===== config.mk =====
export PLATFORM = sky130hd
export DESIGN_NAME = lls_throttle_sched
export DESIGN_NICKNAME = d
export VERILOG_FILES = /design/src/rtl/lls_pkg.sv /design/src/rtl/lls_score_bank.sv /design/src/rtl/lls_stack_throttle.sv /design/src/rtl/lls_issue_pick.sv /design/src/rtl/lls_throttle_sched.sv
export SDC_FILE = /design/constraint.sdc
export NUM_CORES = 2
export LEC_CHECK = 0
export ABC_AREA = 0
export BUFFER_PORTS_ARGS = -buffer_cell sky130_fd_sc_hd__buf_2
export CORE_ASPECT_RATIO = 0.9
export CORE_MARGIN = 3
export CORE_UTILIZATION = 55
export DETAILED_ROUTE_END_ITERATION = 16
export PLACE_DENSITY = 0.72
export SKIP_LAST_GASP = 1
export SYNTH_ARGS = -nofsm -noshare
export SYNTH_HDL_FRONTEND = slang
export SYNTH_SLANG_ARGS = --single-unit

===== constraint.sdc =====
create_clock -name clk_i -period 124.3 [get_ports clk_i]
set_input_delay 18.645 -clock clk_i [delete_from_list [all_inputs] [get_ports clk_i]]
set_output_delay 18.645 -clock clk_i [all_outputs]
set_load 0.01 [all_outputs]

===== src/rtl/lls_pkg.sv =====
package lls_pkg;

  localparam int unsigned SCORE_W = 8;

  typedef logic [SCORE_W-1:0] score_t;

  // Next score of one active context: a bump wins over decay, bump saturates.
  function automatic score_t score_step(input score_t cur, input logic bump,
                                        input logic tick, input score_t inc,
                                        input score_t base);
    logic [SCORE_W:0] wide;
    score_t nxt;
    nxt = cur;
    if (bump) begin
      wide = {1'b0, cur} + {1'b0, inc};
      nxt  = wide[SCORE_W] ? '1 : wide[SCORE_W-1:0];
    end else if (tick && (cur > base)) begin
      nxt = cur - score_t'(1);
    end
    return nxt;
  endfunction

endpackage


===== src/rtl/lls_score_bank.sv =====
module lls_score_bank
  import lls_pkg::*;
#(
  parameter int unsigned NUM_WF       = 32,
  parameter int unsigned BUMP         = 16,
  parameter int unsigned BASE         = 1,
  parameter int unsigned DECAY_PERIOD = 64,
  localparam int unsigned WID_W = $clog2(NUM_WF),
  localparam int unsigned DC_W  = $clog2(DECAY_PERIOD)
) (
  input  logic                             clk_i,
  input  logic                             rst_ni,
  input  logic [NUM_WF-1:0]                active_i,
  input  logic                             ev_valid_i,
  input  logic [WID_W-1:0]                 ev_wid_i,
  output logic [NUM_WF-1:0][SCORE_W-1:0]   score_o
);

  logic [DC_W-1:0] decay_cnt_q;
  logic            decay_tick;
  logic [NUM_WF-1:0] bump;

  assign decay_tick = (decay_cnt_q == DC_W'(DECAY_PERIOD - 1));

  always_ff @(posedge clk_i) begin
    if (!rst_ni) decay_cnt_q <= '0;
    else         decay_cnt_q <= decay_tick ? '0 : decay_cnt_q + DC_W'(1);
  end

  for (genvar w = 0; w < NUM_WF; w++) begin : g_wf
    assign bump[w] = ev_valid_i && (ev_wid_i == WID_W'(w)) && active_i[w];

    always_ff @(posedge clk_i) begin
      if (!rst_ni || !active_i[w]) score_o[w] <= score_t'(BASE);
      else score_o[w] <= score_step(score_o[w], bump[w], decay_tick,
                                    score_t'(BUMP), score_t'(BASE));
    end

    // a bump on a full score keeps it full
    p_sat_hold_r5: assert property (@(posedge clk_i) disable iff (!rst_ni)
      (bump[w] && score_o[w] == '1) |=> (score_o[w] == '1));

    // a bump with headroom adds exactly the increment
    p_bump_add_r5: assert property (@(posedge clk_i) disable iff (!rst_ni)
      (bump[w] && ({1'b0, score_o[w]} + (SCORE_W+1)'(BUMP) <= (SCORE_W+1)'(255)))
      |=> (score_o[w] == $past(score_o[w]) + score_t'(BUMP)));

    // decay takes one unit from an active score above base
    p_decay_step_r10: assert property (@(posedge clk_i) disable iff (!rst_ni)
      (active_i[w] && !bump[w] && decay_tick && score_o[w] > score_t'(BASE))
      |=> (score_o[w] == $past(score_o[w]) - score_t'(1)));

    // no score drops under the base
    p_floor_r10: assert property (@(posedge clk_i) disable iff (!rst_ni)
      score_o[w] >= score_t'(BASE));

    // an inactive context sits at base on the next cycle
    p_idle_base_r6: assert property (@(posedge clk_i) disable iff (!rst_ni)
      !active_i[w] |=> (score_o[w] == score_t'(BASE)));
  end

endmodule


===== src/rtl/lls_stack_throttle.sv =====
module lls_stack_throttle
  import lls_pkg::*;
#(
  parameter int unsigned NUM_WF     = 32,
  parameter int unsigned CUT_PER_WF = 64,
  localparam int unsigned SUM_W = SCORE_W + $clog2(NUM_WF) + 1
) (
  input  logic                           clk_i,
  input  logic                           rst_ni,
  input  logic [NUM_WF-1:0]              active_i,
  input  logic [NUM_WF-1:0][SCORE_W-1:0] score_i,
  output logic [NUM_WF-1:0]              throttle_o,
  output logic [NUM_WF-1:0]              oldest_o
);

  logic [NUM_WF-1:0][SUM_W-1:0] top_sum;
  logic [SUM_W-1:0]             cutoff;

  // Running height of the stack, oldest context at the bottom.
  always_comb begin
    logic [SUM_W-1:0] acc;
    acc = '0;
    for (int i = 0; i < NUM_WF; i++) begin
      if (active_i[i]) acc = acc + SUM_W'(score_i[i]);
      top_sum[i] = acc;
    end
  end

  assign cutoff   = SUM_W'(CUT_PER_WF) * SUM_W'($countones(active_i));
  assign oldest_o = active_i & (~active_i + NUM_WF'(1));

  for (genvar i = 0; i < NUM_WF; i++) begin : g_thr
    localparam logic [NUM_WF-1:0] YOUNGER = {NUM_WF{1'b1}} << (i + 1);

    assign throttle_o[i] = active_i[i] && !oldest_o[i] && (top_sum[i] > cutoff);

    // once a context is over the cutoff, every younger active one is too
    p_stack_order_r7: assert property (@(posedge clk_i) disable iff (!rst_ni)
      throttle_o[i] |-> ((active_i & ~throttle_o & YOUNGER) == '0));
  end

endmodule


===== src/rtl/lls_issue_pick.sv =====
module lls_issue_pick #(
  parameter int unsigned NUM_WF = 32,
  localparam int unsigned WID_W = $clog2(NUM_WF)
) (
  input  logic              clk_i,
  input  logic              rst_ni,
  input  logic [NUM_WF-1:0] active_i,
  input  logic [NUM_WF-1:0] ready_i,
  input  logic [NUM_WF-1:0] is_load_i,
  input  logic [NUM_WF-1:0] throttle_i,
  output logic [NUM_WF-1:0] grant_o
);

  logic [NUM_WF-1:0] eligible;
  logic              last_vld_q;
  logic [WID_W-1:0]  last_idx_q;

  function automatic logic [WID_W-1:0] index_of(input logic [NUM_WF-1:0] oh);
    logic [WID_W-1:0] idx;
    idx = '0;
    for (int i = 0; i < NUM_WF; i++) if (oh[i]) idx = WID_W'(i);
    return idx;
  endfunction

  assign eligible = active_i & ready_i & ~(is_load_i & throttle_i);

  always_comb begin
    if (last_vld_q && eligible[last_idx_q]) begin
      grant_o = '0;
      grant_o[last_idx_q] = 1'b1;
    end else begin
      grant_o = eligible & (~eligible + NUM_WF'(1));
    end
  end

  always_ff @(posedge clk_i) begin
    if (!rst_ni) begin
      last_vld_q <= 1'b0;
      last_idx_q <= '0;
    end else if (|grant_o) begin
      last_vld_q <= 1'b1;
      last_idx_q <= index_of(grant_o);
    end
  end

  for (genvar i = 0; i < NUM_WF; i++) begin : g_keep
    // a granted context still eligible next cycle keeps the grant
    p_greedy_keep_r2: assert property (@(posedge clk_i) disable iff (!rst_ni)
      grant_o[i] |=> (!eligible[i] || grant_o[i]));
  end

endmodule


===== src/rtl/lls_throttle_sched.sv =====
module lls_throttle_sched
  import lls_pkg::*;
#(
  parameter int unsigned NUM_WF       = 32,
  parameter int unsigned BUMP         = 16,
  parameter int unsigned BASE         = 1,
  parameter int unsigned DECAY_PERIOD = 64,
  parameter int unsigned CUT_PER_WF   = 64,
  localparam int unsigned WID_W = $clog2(NUM_WF)
) (
  input  logic              clk_i,
  input  logic              rst_ni,
  input  logic [NUM_WF-1:0] active_i,
  input  logic [NUM_WF-1:0] ready_i,
  input  logic [NUM_WF-1:0] is_load_i,
  input  logic              loss_valid_i,
  input  logic [WID_W-1:0]  loss_wid_i,
  output logic [NUM_WF-1:0] grant_o
);

  logic [NUM_WF-1:0][SCORE_W-1:0] score;
  logic [NUM_WF-1:0]              throttle;
  logic [NUM_WF-1:0]              oldest;

  lls_score_bank #(
    .NUM_WF(NUM_WF), .BUMP(BUMP), .BASE(BASE), .DECAY_PERIOD(DECAY_PERIOD)
  ) u_bank (
    .clk_i(clk_i), .rst_ni(rst_ni), .active_i(active_i),
    .ev_valid_i(loss_valid_i), .ev_wid_i(loss_wid_i), .score_o(score)
  );

  lls_stack_throttle #(
    .NUM_WF(NUM_WF), .CUT_PER_WF(CUT_PER_WF)
  ) u_stack (
    .clk_i(clk_i), .rst_ni(rst_ni), .active_i(active_i), .score_i(score),
    .throttle_o(throttle), .oldest_o(oldest)
  );

  lls_issue_pick #(.NUM_WF(NUM_WF)) u_pick (
    .clk_i(clk_i), .rst_ni(rst_ni), .active_i(active_i), .ready_i(ready_i),
    .is_load_i(is_load_i), .throttle_i(throttle), .grant_o(grant_o)
  );

  // at most one grant, and only to an active ready context
  p_grant_legal_r1: assert property (@(posedge clk_i) disable iff (!rst_ni)
    $onehot0(grant_o) && ((grant_o & ~(active_i & ready_i)) == '0));

  // a throttled load never issues
  p_load_block_r8: assert property (@(posedge clk_i) disable iff (!rst_ni)
    (grant_o & is_load_i & throttle) == '0);

  // if the only ready contexts carry non-loads, one of them issues
  p_nonload_free_r8: assert property (@(posedge clk_i) disable iff (!rst_ni)
    ((active_i & ready_i & ~is_load_i) != '0) |-> (grant_o != '0));

  // the oldest active context is never held back
  p_oldest_free_r9: assert property (@(posedge clk_i) disable iff (!rst_ni)
    (throttle & oldest) == '0);

endmodule


==> results.toml <==
[critical_path]
critPathRequiredTime_ns = 105.66
cpMostUsedCell = "ha_1"
cp_max_fo = 55
worstSetupStartpointType = "primary input"
crit_slowest_cell = "o31ai_1"
cp.arrival_ns = 55.03
worst_setup_path_end_kind = "output port"
critPathMaxStageDelay_ns = 0.96
worstSetupPathType = "primary input to output port"

[layout]
fin_nets = 6546
final_common_cell = "ha_1"
finalInstanceArea_um2 = 44900
mostFrequentLayoutCells = "598 x ha_1, 572 x nand2_1, 535 x nor2_1, 464 x inv_1, 388 x o21ai_0"
drive_gt1_frac = 0.0652
area_delta_synth_final_pct = 6.48
postLayoutCoreUtil = 0.597

[clocking]
cts_resized = 0
post_cts_buffers = 0
clkSinkCount = 268
clock_path_buffers = 3
ctsHoldBuffers = 0
tritoncts = "yes"
clk_pin_slew_worst_paths_ns = 0.06
htreeDepth = 2
cts_buffers = 34
ctsRootBufferMaster = "clkbuf_16"
insertion_delay_ns = 0.58

[synthesis]
synth.distinct_cells = 119
synth-edff-count = 0
synth_nets = 6490
synth_flop_cell = "dfxtp_1"
synthesis.area_um2 = 42200
seq_area_frac_synth = 0.127
avgSynthCellArea_um2 = 7.36
synth_seq_cells = 268
ys_warn_count = 0
synth_cells = 5730
ys_async_sr_fraction = 0

[run]
drv_cap = 0

[global_route]
grt_overflow_total = 0
grt_max_degree = 56
grt_use_total = 0.314
grt_pass1_vias = 38400
grt_antenna_before_repair = 12
grt_pass1_wl_um = 206000

[sta]
worstMarginPinSlew_ns = 1.28
finClkSkew_ns = 0.0241
max_freq_ghz = 0.0136
finalSetupViolations = 0
fin_tns_setup_ns = 0
rsz0062_at_grt = "no"
hold_viol_final = 0
fin_crit_sh = 0.593
finalCriticalPeriod_ns = 73.67
maxSlewViolCount = 0
relSlewSlack = 0.145

[detailed_routing]
final_antenna_net_count = 0
drc = 0
wirelength_um = 130000
vias_per_cell = 6.21
drt_iter0_markers = 3858
wire_per_inst_um = 19.0
vias = 42400
dr.pass1.iters = 6

[floorplanning]
die_h_um = 269
die_x_um = 298
rows = 95
coreArea_um2 = 75200
dieArea_um2 = 80000
start_util = 0.560
io_pins = 136

[outcome]
outcome = "complete, no violations"

[place]
portBuffers = 134
dp_hpwl_um = 102000
placed_area_um2 = 43800
place.gp.congestion = 0.971

[worst_hold_path]
holdCritPathClass = "flop to flop"

[pwr]
p_leak_nw = 20.2
ir_worst_vdd_uv = 47.2
power_density_nw_per_um2 = 25.0
per-layer routing:
metal / routed length [um] / GRT usage / share of wire
met4: 4800 / 0.113 / 0.037
met2: 54300 / 0.478 / 0.42
met5: 7 / 0 / 0.000054
met1: 59000 / 0.450 / 0.45
met3: 12000 / 0.0461 / 0.092
flip-flops by register name (all words and copies together), names as in the netlist:
signal	cells
u_bank.decay_cnt_q	6
u_pick.last_vld_q	1
u_pick.last_idx_q	5
u_bank.score_o	256
logic make-up (layout without fill, tap and decap cells):
family | after synthesis | after routing | share of synthesized area
flops | 268 | 268 | 0.127
other cells | 1 | 6 | 0.0000890
fa+ha+maj | 659 | 659 | 0.206
compound gates | 1555 | 1555 | 0.242
xor+xnor | 388 | 388 | 0.0938
simple gates | 2128 | 2128 | 0.247
mux | 103 | 103 | 0.0274
buf+inv | 628 | 707 | 0.0564
metrics by stage:
stage | cells | total power [W] | setup slack, ns | hold WS (ns)
final | 6832 | 0.00112 | 50.63 | 0.454
after global routing | 6830 | 0.00123 | 47.72 | 0.480
after CTS | 6827 | 0.00110 | 51.41 | 0.452
after detailed placement | 6768 | 0.000992 | 51.56 | 0.442
after global placement | 6768 | 0.000970 | 52.15 | 0.434
after floorplan | 5730 | 0.000737 | 57.68 | 0.418
cells in the mapped netlist, types with 12 or more instances:
library cell | count | area (um^2)
or2_2 | 20 | 125
a221oi_1 | 29 | 254
nor3_1 | 162 | 811
clkbuf_1 | 119 | 447
nand2_1 | 573 | 2150
a31o_2 | 12 | 105
nand2b_1 | 74 | 463
xnor2_1 | 218 | 1910
xor2_1 | 125 | 1090
a21o_1 | 78 | 586
a21oi_1 | 359 | 1800
or3_1 | 44 | 275
nand4_1 | 131 | 820
a211oi_1 | 116 | 871
o22ai_1 | 14 | 87.6
clkinv_1 | 22 | 82.6
o21bai_1 | 41 | 308
nor3b_1 | 16 | 120
o31ai_1 | 36 | 270
a311oi_1 | 30 | 263
nor2b_1 | 118 | 738
o21ai_0 | 388 | 1940
dfxtp_1 | 268 | 5370
mux2i_1 | 61 | 611
and3_1 | 82 | 513
fa_1 | 57 | 1140
nand3b_1 | 27 | 203
nor2_1 | 535 | 2010
o31a_1 | 12 | 105
ha_1 | 599 | 7490
inv_1 | 465 | 1750
o211ai_1 | 30 | 225
o41ai_1 | 15 | 131
and3b_1 | 19 | 166
or4_1 | 25 | 188
nor4_1 | 41 | 257
a211o_1 | 15 | 131
a21boi_0 | 34 | 255
nand3_1 | 159 | 796
mux2_2 | 35 | 394
a31oi_1 | 76 | 475
and2_1 | 50 | 313
xnor2_2 | 13 | 211
nor4b_1 | 15 | 131
o21a_1 | 114 | 856
path summary, 6_finish.rpt:
| check | from | end | slack, ns | cells after the start |
|---|---|---|---|---|
| max | active_i[0] | grant_o[10] | 50.63 | 164 |
| min | u_bank.decay_cnt_q[0]$_SDFF_PP0_ | u_bank.decay_cnt_q[0]$_SDFF_PP0_ | 0.45 | 1 |
| max reg2reg | u_bank.score_o[0]$_SDFFE_PP1P_ | u_pick.last_idx_q[0]$_SDFFE_PN0P_ | 88.07 | 164 |
| min reg2reg | u_bank.decay_cnt_q[0]$_SDFF_PP0_ | u_bank.decay_cnt_q[0]$_SDFF_PP0_ | 0.45 | 1 |
critical path, delay by kind of cell:
family,cells,cell delay [ns]
buffers and inverters,18,2.54
multiplexers,4,0.98
adder cells (fa/ha/maj),33,11.67
AND/OR/NAND/NOR,36,5.05
AO/OA/AOI/OAI,63,14.24
XOR/XNOR,10,1.85
power by group:
group | internal (W) | total (W) | switching, W
registers | 0.0000868 | 0.0000894 | 0.00000253
logic | 0.000374 | 0.000931 | 0.000557
clock network | 0.0000588 | 0.000103 | 0.0000440
area by class of cell:
type	instances	area, um^2
Sequential cell	268	5370
Clock inverter	16	190
Tap cell	1018	1270
Inverter	495	1860
Clock buffer	43	915
Fill cell	6961	30400
Timing Repair Buffer	153	813
Multi-Input combinational cell	4834	34500
Antenna cell	5	12.5
No activity file was read; power rests on OpenSTA's default activity.
